[config.mk]
export PLATFORM = sky130hd
export DESIGN_NAME = pps_seq_core
export DESIGN_NICKNAME = d
export VERILOG_FILES = /design/src/rtl/pps_pkg.sv /design/src/rtl/pps_lifo.sv /design/src/rtl/pps_timer.sv /design/src/rtl/pps_seq_core.sv
export SDC_FILE = /design/constraint.sdc
export NUM_CORES = 1
export LEC_CHECK = 0
export BUFFER_PORTS_ARGS = -buffer_cell sky130_fd_sc_hd__buf_2
export CAP_MARGIN = 40
export CORE_MARGIN = 2
export CORE_UTILIZATION = 50
export DETAILED_ROUTE_END_ITERATION = 12
export PLACE_DENSITY = 0.67
export RECOVER_POWER = 100
export SLEW_MARGIN = 10
export SYNTH_ARGS = -nofsm -noshare
export SYNTH_HDL_FRONTEND = slang
export SYNTH_SLANG_ARGS = --single-unit
[constraint.sdc]
create_clock -name clk -period 6.2 [get_ports clk]
set_input_delay 0.31 -clock clk [delete_from_list [all_inputs] [get_ports clk]]
set_output_delay 0.31 -clock clk [all_outputs]
set_load 0.01 [all_outputs]
[src/rtl/pps_pkg.sv]
package pps_pkg;

  typedef enum logic [3:0] {
    OP_CONT    = 4'd0,
    OP_STOP    = 4'd1,
    OP_LOOP    = 4'd2,
    OP_ENDLOOP = 4'd3,
    OP_CALL    = 4'd4,
    OP_RETURN  = 4'd5,
    OP_GOTO    = 4'd6,
    OP_LONGDLY = 4'd7,
    OP_WAIT    = 4'd8
  } op_e;

  typedef enum logic [2:0] {
    ST_IDLE,
    ST_FETCH,
    ST_RUN,
    ST_WAIT,
    ST_HALT
  } st_e;

endpackage

[src/rtl/pps_lifo.sv]
module pps_lifo #(
  parameter int DW    = 10,
  parameter int DEPTH = 8
) (
  input  logic          clk,
  input  logic          rst_n,
  input  logic          clr_i,
  input  logic          push_i,
  input  logic          pop_i,
  input  logic          wr_top_i,
  input  logic [DW-1:0] din_i,
  output logic [DW-1:0] top_o,
  output logic          empty_o,
  output logic          full_o
);
  localparam int CW = $clog2(DEPTH + 1);
  localparam int IW = $clog2(DEPTH);

  logic [DW-1:0] mem_q [DEPTH];
  logic [CW-1:0] cnt_q;
  logic [IW-1:0] top_idx;
  logic [IW-1:0] put_idx;

  assign top_idx = IW'(cnt_q - 1'b1);
  assign put_idx = IW'(cnt_q);
  assign empty_o = (cnt_q == '0);
  assign full_o  = (cnt_q == CW'(DEPTH));
  assign top_o   = empty_o ? '0 : mem_q[top_idx];

  always_ff @(posedge clk) begin
    if (!rst_n || clr_i) begin
      cnt_q <= '0;
    end else if (push_i) begin
      cnt_q <= cnt_q + 1'b1;
    end else if (pop_i) begin
      cnt_q <= cnt_q - 1'b1;
    end
  end

  always_ff @(posedge clk) begin
    if (push_i) begin
      mem_q[put_idx] <= din_i;
    end else if (wr_top_i) begin
      mem_q[top_idx] <= din_i;
    end
  end

  // the sequencer turns misuse into a fault, never into a bad stack access
  a_r11_no_push_full : assert property (@(posedge clk) disable iff (!rst_n)
    push_i |-> !full_o);
  a_r11_no_pop_empty : assert property (@(posedge clk) disable iff (!rst_n)
    (pop_i || wr_top_i) |-> !empty_o);

endmodule

[src/rtl/pps_timer.sv]
module pps_timer #(
  parameter int LEN_W = 16,
  parameter int REP_W = 20
) (
  input  logic             clk,
  input  logic             rst_n,
  input  logic             load_i,
  input  logic [LEN_W-1:0] len_i,
  input  logic [REP_W-1:0] rep_i,
  output logic             last_o
);
  logic             active_q;
  logic [LEN_W-1:0] cnt_q;
  logic [LEN_W-1:0] len_q;
  logic [REP_W-1:0] rep_q;

  assign last_o = active_q && (cnt_q == '0) && (rep_q == '0);

  always_ff @(posedge clk) begin
    if (!rst_n) begin
      active_q <= 1'b0;
      cnt_q    <= '0;
      len_q    <= '0;
      rep_q    <= '0;
    end else if (load_i) begin
      active_q <= 1'b1;
      cnt_q    <= len_i - 1'b1;
      len_q    <= len_i;
      rep_q    <= rep_i;
    end else if (active_q) begin
      if (cnt_q != '0) begin
        cnt_q <= cnt_q - 1'b1;
      end else if (rep_q != '0) begin
        rep_q <= rep_q - 1'b1;
        cnt_q <= len_q - 1'b1;
      end else begin
        active_q <= 1'b0;
      end
    end
  end

  // the end of a delay lasts one cycle unless a new delay is loaded
  a_r3_last_single : assert property (@(posedge clk) disable iff (!rst_n)
    (last_o && !load_i) |=> !last_o);

endmodule

[src/rtl/pps_seq_core.sv]
module pps_seq_core
  import pps_pkg::*;
#(
  parameter int OUT_W      = 24,
  parameter int ARG_W      = 20,
  parameter int LEN_W      = 16,
  parameter int AW         = 10,
  parameter int CALL_DEPTH = 8,
  parameter int LOOP_DEPTH = 8,
  parameter int MIN_LEN    = 3
) (
  input  logic                             clk,
  input  logic                             rst_n,
  input  logic                             start_i,
  input  logic                             trig_i,
  output logic                             imem_en_o,
  output logic [AW-1:0]                    imem_addr_o,
  input  logic [OUT_W+4+ARG_W+LEN_W-1:0]   imem_rdata_i,
  output logic [OUT_W-1:0]                 out_o,
  output logic                             running_o,
  output logic                             waiting_o,
  output logic                             stopped_o,
  output logic                             len_err_o,
  output logic                             fault_o
);
  localparam int OPC_W   = 4;
  localparam int IW      = OUT_W + OPC_W + ARG_W + LEN_W;
  localparam int OPC_LSB = OUT_W;
  localparam int ARG_LSB = OPC_LSB + OPC_W;
  localparam int LEN_LSB = ARG_LSB + ARG_W;
  localparam int LOOP_W  = AW + ARG_W;

  st_e              st_q;
  logic [IW-1:0]    pf_q;
  logic             pf_vld_q;
  logic             fetch_req_q;
  logic             rd_vld_q;
  logic [AW-1:0]    fetch_addr_q;
  logic [OUT_W-1:0] out_q;
  logic [LEN_W-1:0] wait_len_q;
  logic             fault_q;
  logic             lerr_q;

  // fields of the prefetched word
  logic [OUT_W-1:0] w_out;
  op_e              w_op;
  logic [ARG_W-1:0] w_arg;
  logic [LEN_W-1:0] w_len;
  logic [AW-1:0]    w_tgt;
  logic [AW-1:0]    seq_addr;
  logic [LEN_W-1:0] len_c;
  logic             len_short;

  assign w_out     = pf_q[OUT_W-1:0];
  assign w_op      = op_e'(pf_q[OPC_LSB +: OPC_W]);
  assign w_arg     = pf_q[ARG_LSB +: ARG_W];
  assign w_len     = pf_q[LEN_LSB +: LEN_W];
  assign w_tgt     = w_arg[AW-1:0];
  assign seq_addr  = fetch_addr_q + 1'b1;
  assign len_short = (w_len < LEN_W'(MIN_LEN));
  assign len_c     = len_short ? LEN_W'(MIN_LEN) : w_len;

  // stacks
  logic              cs_push, cs_pop, cs_empty, cs_full;
  logic [AW-1:0]     cs_top;
  logic              ls_push, ls_pop, ls_wr, ls_empty, ls_full;
  logic [LOOP_W-1:0] ls_din, ls_top;
  logic [AW-1:0]     ls_top_tag;
  logic [ARG_W-1:0]  ls_top_cnt;

  assign ls_top_tag = ls_top[LOOP_W-1:ARG_W];
  assign ls_top_cnt = ls_top[ARG_W-1:0];

  // timer
  logic             tmr_load, tmr_last;
  logic [LEN_W-1:0] tmr_len;
  logic [ARG_W-1:0] tmr_rep;

  // decode
  logic             issue, go;
  logic             d_cs_push, d_cs_pop, d_ls_push, d_ls_pop, d_ls_wr;
  logic             d_fault, d_halt, d_wait;
  logic [AW-1:0]    d_next;
  logic [ARG_W-1:0] d_rep;
  logic [ARG_W-1:0] loop_cnt;

  assign loop_cnt = (w_arg == '0) ? ARG_W'(1) : w_arg;

  assign issue = pf_vld_q && ((st_q == ST_FETCH) || ((st_q == ST_RUN) && tmr_last));
  assign go    = (start_i && ((st_q == ST_IDLE) || (st_q == ST_HALT))) ||
                 (trig_i && (st_q == ST_IDLE));

  always_comb begin
    d_next    = seq_addr;
    d_cs_push = 1'b0;
    d_cs_pop  = 1'b0;
    d_ls_push = 1'b0;
    d_ls_pop  = 1'b0;
    d_ls_wr   = 1'b0;
    ls_din    = '0;
    d_fault   = 1'b0;
    d_halt    = 1'b0;
    d_wait    = 1'b0;
    d_rep     = '0;
    case (w_op)
      OP_STOP: d_halt = 1'b1;
      OP_GOTO: d_next = w_tgt;
      OP_CALL: begin
        if (cs_full) d_fault = 1'b1;
        else begin
          d_cs_push = 1'b1;
          d_next    = w_tgt;
        end
      end
      OP_RETURN: begin
        if (cs_empty) d_fault = 1'b1;
        else begin
          d_cs_pop = 1'b1;
          d_next   = cs_top;
        end
      end
      OP_LOOP: begin
        if (ls_empty || (ls_top_tag != fetch_addr_q)) begin
          if (ls_full) d_fault = 1'b1;
          else begin
            d_ls_push = 1'b1;
            ls_din    = {fetch_addr_q, loop_cnt};
          end
        end
      end
      OP_ENDLOOP: begin
        if (ls_empty) d_fault = 1'b1;
        else if (ls_top_cnt > ARG_W'(1)) begin
          d_ls_wr = 1'b1;
          ls_din  = {ls_top_tag, ls_top_cnt - 1'b1};
          d_next  = w_tgt;
        end else begin
          d_ls_pop = 1'b1;
        end
      end
      OP_LONGDLY: d_rep = (w_arg == '0) ? '0 : w_arg - 1'b1;
      OP_WAIT:    d_wait = 1'b1;
      default:    ;
    endcase
  end

  assign cs_push = issue && d_cs_push;
  assign cs_pop  = issue && d_cs_pop;
  assign ls_push = issue && d_ls_push;
  assign ls_pop  = issue && d_ls_pop;
  assign ls_wr   = issue && d_ls_wr;

  assign tmr_load = (issue && !d_halt && !d_fault && !d_wait) ||
                    ((st_q == ST_WAIT) && trig_i);
  assign tmr_len  = (st_q == ST_WAIT) ? wait_len_q : len_c;
  assign tmr_rep  = (st_q == ST_WAIT) ? '0 : d_rep;

  pps_lifo #(.DW(AW), .DEPTH(CALL_DEPTH)) u_call_stack (
    .clk(clk), .rst_n(rst_n), .clr_i(go),
    .push_i(cs_push), .pop_i(cs_pop), .wr_top_i(1'b0),
    .din_i(seq_addr), .top_o(cs_top), .empty_o(cs_empty), .full_o(cs_full)
  );

  pps_lifo #(.DW(LOOP_W), .DEPTH(LOOP_DEPTH)) u_loop_stack (
    .clk(clk), .rst_n(rst_n), .clr_i(go),
    .push_i(ls_push), .pop_i(ls_pop), .wr_top_i(ls_wr),
    .din_i(ls_din), .top_o(ls_top), .empty_o(ls_empty), .full_o(ls_full)
  );

  pps_timer #(.LEN_W(LEN_W), .REP_W(ARG_W)) u_timer (
    .clk(clk), .rst_n(rst_n), .load_i(tmr_load),
    .len_i(tmr_len), .rep_i(tmr_rep), .last_o(tmr_last)
  );

  always_ff @(posedge clk) begin
    if (!rst_n) begin
      st_q         <= ST_IDLE;
      pf_q         <= '0;
      pf_vld_q     <= 1'b0;
      fetch_req_q  <= 1'b0;
      rd_vld_q     <= 1'b0;
      fetch_addr_q <= '0;
      out_q        <= '0;
      wait_len_q   <= '0;
      fault_q      <= 1'b0;
      lerr_q       <= 1'b0;
    end else begin
      fetch_req_q <= 1'b0;
      rd_vld_q    <= fetch_req_q;
      if (rd_vld_q) begin
        pf_q     <= imem_rdata_i;
        pf_vld_q <= 1'b1;
      end
      if (go) begin
        st_q         <= ST_FETCH;
        fetch_addr_q <= '0;
        fetch_req_q  <= 1'b1;
        pf_vld_q     <= 1'b0;
      end else if (issue) begin
        pf_vld_q <= 1'b0;
        if (d_fault) begin
          fault_q <= 1'b1;
          st_q    <= ST_HALT;
        end else if (d_halt) begin
          st_q <= ST_HALT;
        end else begin
          out_q        <= w_out;
          lerr_q       <= lerr_q | len_short;
          fetch_addr_q <= d_next;
          fetch_req_q  <= 1'b1;
          if (d_wait) begin
            st_q       <= ST_WAIT;
            wait_len_q <= len_c;
          end else begin
            st_q <= ST_RUN;
          end
        end
      end else if ((st_q == ST_WAIT) && trig_i) begin
        st_q <= ST_RUN;
      end
    end
  end

  assign imem_en_o   = fetch_req_q;
  assign imem_addr_o = fetch_addr_q;
  assign out_o       = out_q;
  assign running_o   = (st_q == ST_FETCH) || (st_q == ST_RUN);
  assign waiting_o   = (st_q == ST_WAIT);
  assign stopped_o   = (st_q == ST_IDLE) || (st_q == ST_HALT);
  assign len_err_o   = lerr_q;
  assign fault_o     = fault_q;

  // exactly one status flag
  a_r1_one_status : assert property (@(posedge clk) disable iff (!rst_n)
    $onehot({running_o, waiting_o, stopped_o}));
  // a halted sequencer keeps its output
  a_r10_halt_hold : assert property (@(posedge clk) disable iff (!rst_n)
    (stopped_o && !start_i && !trig_i) |=> $stable(out_o));
  // waiting holds the output until a trigger
  a_r9_wait_hold : assert property (@(posedge clk) disable iff (!rst_n)
    (waiting_o && !trig_i) |=> (waiting_o && $stable(out_o)));
  // the next word is present when the delay ends
  a_r13_prefetch_ready : assert property (@(posedge clk) disable iff (!rst_n)
    ((st_q == ST_RUN) && tmr_last) |-> pf_vld_q);
  // one-cycle read requests
  a_r13_single_read : assert property (@(posedge clk) disable iff (!rst_n)
    imem_en_o |=> !imem_en_o);
  // fault is sticky
  a_r11_fault_sticky : assert property (@(posedge clk) disable iff (!rst_n)
    fault_o |=> fault_o);
  // clamp flag is sticky
  a_r4_err_sticky : assert property (@(posedge clk) disable iff (!rst_n)
    len_err_o |=> len_err_o);

endmodule

### Yosys cells after proc, flatten, opt, wreduce, memory -nomap -nowiden

Memory sizes are Yosys's and may differ from the RTL's.
Index checks and enable logic that the tools add are counted.

* memories: 2
* register bits: 183
* memory bits (writable): 320
* memory bits (read-only): 0
* bits of input ports: 68
* latch bits: 0
* word-level logic and storage cells: 177

Memory list
* u_loop_stack.mem_q: depth 8, bits a word 30, rd ports 1, clocked after memory_dff 0, write ports 1, RTL line pps_lifo.sv:19 `logic [DW-1:0] mem_q [DEPTH];`
* u_call_stack.mem_q: depth 8, bits a word 10, rd ports 1, clocked after memory_dff 0, write ports 1, RTL line pps_lifo.sv:19

* $add $sub $neg: 11
* shifts and indexed selects: 0
* div/mod/pow operators: 0
* multiply operators: 0
* mux-type cells: 74
* $lt $le $gt $ge: 2
* equal/unequal tests: 16
* reductions and logical operators: 50
* bitwise operators: 5

Operator list (number)
* $mux 30: 6
* $mux 20: 8
* $mux 16: 6
* $pmux 30 s2: 1
* $sub 20x1->20 const B: 3
* $sub 16x1->16 const B: 3
* $logic_not 20->1: 2
* $mux 10: 4
* $pmux 10 s4: 1
* $mux 1: 38
* $reduce_or 30->1: 1
* $gt 20x1->1 const B: 1
* $reduce_bool 20->1: 1
* $eq 4x3->1 const B: 4
* $logic_not 16->1: 1
* $lt 16x2->1 const B: 1
* $mux 4: 4
* $reduce_bool 16->1: 1
* $logic_and 1x1->1: 15
* $mux 3: 5
* $eq 4x4->1 const B: 3
* $add 10x1->10 const B: 1
* $ne 10x10->1: 1
* $reduce_bool 2->1: 5
* 22 further kinds: 42

### Depth between registers and ports, before layout

An unclocked memory read counts as a cell.

* depth in word-level cells: 13
* depth in mapped cells: 27
* depth with buffers taken out: 21

### Cells and area by module

From an unflattened synthesis, not the netlist that was laid out.

* cells, all modules: 1779
* area total of the unflattened synthesis: 22317.7 um^2

Modules (own cells, without submodules)
* pps_lifo at u_loop_stack: times used 1, cells each 412, area an instance 9474.1 um^2
* pps_seq_core: times used 1, cells each 790, area an instance 6491.2 um^2
* pps_lifo at u_call_stack: times used 1, cells each 200, area an instance 3454.6 um^2
* pps_timer: times used 1, cells each 377, area an instance 2897.8 um^2

### Worst setup path after synthesis

No wires, ideal clock.

* kind: register to register
* start point: register u_loop_stack.cnt_q[0]
* end point: register u_timer.cnt_q[12]
* cell stages (with the launch flop): 27
* setup slack: 0.460 ns
* library setup time: 0.092 ns
* data arrival time: 5.648 ns
* clock period less this slack: 5.740 ns
* path through: dfxtp_1 -> buf_2 -> clkinv_1 -> clkbuf_1 -> ha_1 -> buf_2 -> inv_2 -> buf_2 -> mux4_2 -> mux2i_1 -> xor2_1 -> nand3_1 -> nor4b_4 -> o22a_1 -> buf_2 -> buf_4 -> buf_2 -> o21a_1 -> ha_1 -> inv_1 -> a2111oi_0 -> nand2b_1 -> nor3_1 -> nand2_1 -> xor2_1 -> nor2_1 -> o32ai_1

* longest elaborated chain between the ends: 13
* elaborated cells between the ends (all ways): 19
* classes of those cells: add/sub: 1; eq/ne: 2; mux: 6; reduce/logical: 9; memory: 1

Ends and longest elaborated chain
* from (decl): RTL line pps_lifo.sv:20 `logic [CW-1:0] cnt_q;`
* from (signal assigned): RTL line pps_lifo.sv:34 `cnt_q <= cnt_q + 1'b1;`
* from (signal assigned): RTL line pps_lifo.sv:36 `cnt_q <= cnt_q - 1'b1;`
* $sub 4x1->4
* $mem_v2 8x30
* $mux 30: RTL line pps_lifo.sv:28 `assign top_o = empty_o ? '0 : mem_q[top_idx];`
* $ne 10x10->1: RTL line pps_seq_core.sv:123 `if (ls_empty || (ls_top_tag != fetch_addr_q)) begin`
* $logic_or 1x1->1: RTL line pps_seq_core.sv:123
* $mux 1: RTL line pps_seq_core.sv:123
* $pmux 1 s4 *: RTL line pps_seq_core.sv:105 `case (w_op)`
* $logic_not 1->1 *: RTL line pps_seq_core.sv:153 `assign tmr_load = (issue && !d_halt && !d_fault && !d_wait) ||`
* $logic_and 1x1->1 * (2 in a row): RTL line pps_seq_core.sv:153
* $logic_or 1x1->1 *: RTL line pps_seq_core.sv:153
* $reduce_bool 3->1 (no line) / $reduce_bool 2->1 (equally long branches)
* $reduce_and 2->1 (no line)
* to (signal assigned): RTL line pps_timer.sv:27 `cnt_q <= len_i - 1'b1;`
* to (signal assigned): RTL line pps_timer.sv:32 `cnt_q <= cnt_q - 1'b1;`
* to (signal assigned): RTL line pps_timer.sv:35 `cnt_q <= len_q - 1'b1;`
* to (decl): RTL line pps_timer.sv:13 `logic [LEN_W-1:0] cnt_q;`

Every way passes the cells marked *; elsewhere a longest branch is shown, timed or not.
A chain may end at the register's enable or synchronous reset.

### Worst setup path after layout

* start point: register u_loop_stack.cnt_q[1]
* end point: memory u_loop_stack.mem_q[2][18] (netlist bit) (enable)

* longest elaborated chain between the ends: 13
* elaborated cells between the ends (all ways): 24
* classes of those cells: add/sub: 1; order compare: 1; eq/ne: 2; mux: 14; reduce/logical: 5; memory: 1

Ends and longest elaborated chain
* $sub 4x1->4
* $mem_v2 8x30
* $mux 30: RTL line pps_lifo.sv:28
* $gt 20x1->1: RTL line pps_seq_core.sv:133 `else if (ls_top_cnt > ARG_W'(1)) begin`
* $mux 1: RTL line pps_seq_core.sv:133
* $mux 1: RTL line pps_seq_core.sv:132 `if (ls_empty) d_fault = 1'b1;`
* $mux 1: RTL line pps_seq_core.sv:105
* $logic_and 1x1->1: RTL line pps_seq_core.sv:151 `assign ls_wr = issue && d_ls_wr;`
* $mux 1: RTL line pps_lifo.sv:43 `end else if (wr_top_i) begin`
* $mux 1: RTL line pps_lifo.sv:41 `if (push_i) begin`
* $mux 1 (not written as such): RTL line pps_lifo.sv:44 `mem_q[top_idx] <= din_i;`
* $reduce_or 30->1 (no line)
* $mux 3 (no line) / $mux 1 (equally long branches)
* to (decl): RTL line pps_lifo.sv:19

Parallel ways exist; a longest one is shown, timed or not.

==> metrics.cfg <==
[yosys]
synth_most_common_cell = edfxtp_1
ys_seq_area_share_pct = 58.63
synth_cell_types = 76
ys_warn_count = 0
synth_largest_area_cell = edfxtp_1
avgSynthCellArea_sq_um = 12.23
synth.area.top_cells = edfxtp_1 42%, dfxtp_1 16%, mux4_2 7.7%
ys_ff_latch = 503
postSynthCellCount = 1851
synth_top_flop_cell = edfxtp_1
syn-num-nets = 1930
synth_area_sq_mm = 0.02264
synthArstFlopShare_pct = 0
synth_edf_count = 320
synth_top_cell_area_share_pct = 42.45
synth_top_cells_by_count = 320 x edfxtp_1, 238 x nor2_1, 183 x dfxtp_1

[cts]
worstSkewPairLatency_ns = 0.59
numCtsBuffers = 50
clk_pin_slew_ns = 0.07
cts_tree = built
ctsResizeCount = 0
htreeDepth = 2
cts.sinks = 503
cts-root-buf = clkbuf_16
cts_max_path_buffers = 3

[worst_setup_path]
crit_fanout = 46
max_stage_delay_ns = 1.07
required_ns = 6.42
crit_type = register to register
cp-start-kind = register
crit_path_top_delay_cell = clkbuf_2
path_cells = inv_1 -> ha_2 -> clkbuf_2 -> mux4_2 -> nor3_1 -> nor3_1 -> nor4_1 -> nand4_1 -> nand3_1 -> nor2_1 -> o21ai_0 -> clkbuf_2 -> nor2_4 -> clkbuf_4
endpoint_kind = register
arrival_ns = 5.98

[global_routing]
grt_use_total_pct = 22.87
grtUsageMet2_pct = 37.65
grt.met1_usage_pct = 30.33
gr-total-overflow = 0
antenna_found_initial = 0
grt_max_degree = 73
use_met3_pct = 4.067
grt_pass1_wl_microns = 84260
busiest_layer = met2
grt_pass1_vias = 15150

[cells_and_area]
nNetsFinal = 2074
n_antenna_cell = 0
final_util_pct = 58.49
syn2layout_area_growth_pct = 14.76
drive_above_1_share_pct = 14.46
fillers = 3587

[placement]
place.gp.congestion = 0.8491
port_buffers = 107
dpl.hpwl_microns = 34230
place_ws_ns = 0.6781

[sta]
slew_violations = 101
report.final.setup_viol = 0
fin_crit_sh_pct = 92.89
worst_slew_pin_slew_ns = 3.574
finalClockSkew_ns = 0.02068
rsz0062_at_grt = no
fin_setup_tns_ns = 0
timing.final.ws_setup_ns = 0.4407
fmax_ghz = 0.1736
hold_viol = 0
fin_crit_ns = 5.759
max_slew_margin_pct = -138.3

[routing]
drt-initial-drc-count = 1135
ant_nets = 0
routedWlPerCell_microns = 20.39
drc = 0
vias = 15180
first_pass_iters = 5
post_drt_via_cell_ratio = 5.781
drt_wl_total_microns = 53540

[die]
core-area_sq_mm = 0.04441
start_util_pct = 50.97
die_x_microns = 216.8
design.die.area_sq_mm = 0.04699
boundaryPins = 108
fp.dieH_microns = 216.8
rows = 77

[power_and_ir_drop]
leakage_nw = 9.422
vdd_drop_max_mv = 0.2243
powerDensity_mw_per_mm2 = 272.6

[flow_run]
maxCapViolCount = 2

[status]
run_status = complete, but fails checks
violations = max-capacitance violations, max-slew violations

[worst_hold_path]
min_path_type = input pin to register

[state kept, by name (all words and copies together) (netlist names)]
name,cells
u_loop_stack.mem_q,240
u_call_stack.mem_q,80
pf_q,64
out_o,24
u_timer.rep_q,20
u_timer.cnt_q,16
u_timer.len_q,16
wait_len_q,16
imem_addr_o,10
u_call_stack.cnt_q,4
u_loop_stack.cnt_q,4
st_q,3
fault_o,1
imem_en_o,1
len_err_o,1
pf_vld_q,1
rd_vld_q,1
u_timer.active_q,1
[critical path, delay by kind of cell, from the launching register on]
family | cells | cell delay (ns)
fa+ha+maj | 1 | 0.62
mux | 1 | 0.46
simple gates | 7 | 1.89
flops | 1 | 0.36
compound gates | 1 | 0.18
buf+inv | 4 | 1.83
[cell type report]
class / count / area, sq um / share of cell area (%)
sequential: 503 / 13280 / 51.11
multi-input combinational: 1194 / 8757 / 33.71
timing repair buffer: 214 / 1420 / 5.467
clock buffer: 68 / 1395 / 5.370
tap: 592 / 740.7 / 2.851
clock inverter: 22 / 265.3 / 1.021
inverter: 32 / 122.6 / 0.4720
[path summary, 6_finish.rpt]
check                   startpoint                         to  slack [ns]  cells past startpoint
min               imem_rdata_i[28]                   pf_q[28]        0.02                      3
max          u_loop_stack.cnt_q[1]  u_loop_stack.mem_q[2][18]        0.44                     14
min reg2reg              imem_en_o                   rd_vld_q        0.46                      1
max reg2reg  u_loop_stack.cnt_q[1]  u_loop_stack.mem_q[2][18]        0.44                     14
[per-stage QoR]
step                      hold WS [ns]  total power [W]  std cells  instance area, sq um
final                          0.01620         0.007081       2625                 25980
after global routing           0.03699         0.007314       2625                 25980
after CTS                     0.001681         0.007136       2622                 26130
after detailed placement        0.4436         0.004042       2475                 23900
after global placement          0.4458         0.004034       2466                 23770
after floorplan                 0.4498         0.003934       1851                 22640
[where the power goes]
part	switching (W)	internal (W)	leakage, nW
clock network	0.00125	0.00182	0.816
registers	0.0000354	0.00355	4.60
logic	0.000242	0.000184	4.01
total	0.00153	0.00555	9.42
[what timing repair did]
action                                  CTS  global route
hold endpoints to repair                 57             0
endpoints found under the setup margin    0             2
buffers inserted                          0             2
hold buffers                             57             0
[metal layers]
metal / part of all wire [%] / vias to the layer above
met4: 2.9 / 0
met2: 48 / 452
met3: 6.0 / 102
met5: 0 / -
met1: 43 / 7451
li1: - / 7171
[logic make-up (layout without fill, tap and decap cells)]
kind of cell / Yosys count / in the layout / share of synthesized area [%]
AND/OR/NAND/NOR: 591 / 591 / 12.02
flip-flops: 503 / 503 / 58.63
AO/OA/AOI/OAI: 271 / 271 / 7.700
multiplexers: 227 / 227 / 14.35
buffers and inverters: 154 / 336 / 3.018
XOR/XNOR: 94 / 94 / 3.670
adder cells (fa/ha/maj): 11 / 11 / 0.6080
[layout by cell type (no fill, tap or decap), drive strengths merged, types with 11 or more instances in the layout]
master,instances
o22ai,12
a21oi,91
inv,30
buf,95
nor2,238
o21ai,57
xor2,32
dfxtp,183
edfxtp,320
a31oi,13
mux2,11
mux2i,139
nand2b,11
nor4,23
mux4,77
ha,11
a211oi,26
nor3,82
nand2,135
nand3,31
dlygate4sd3,57
xnor2,62
clkbuf,130
clkinv,15
Note: power is estimated with default switching activity, not from simulation.
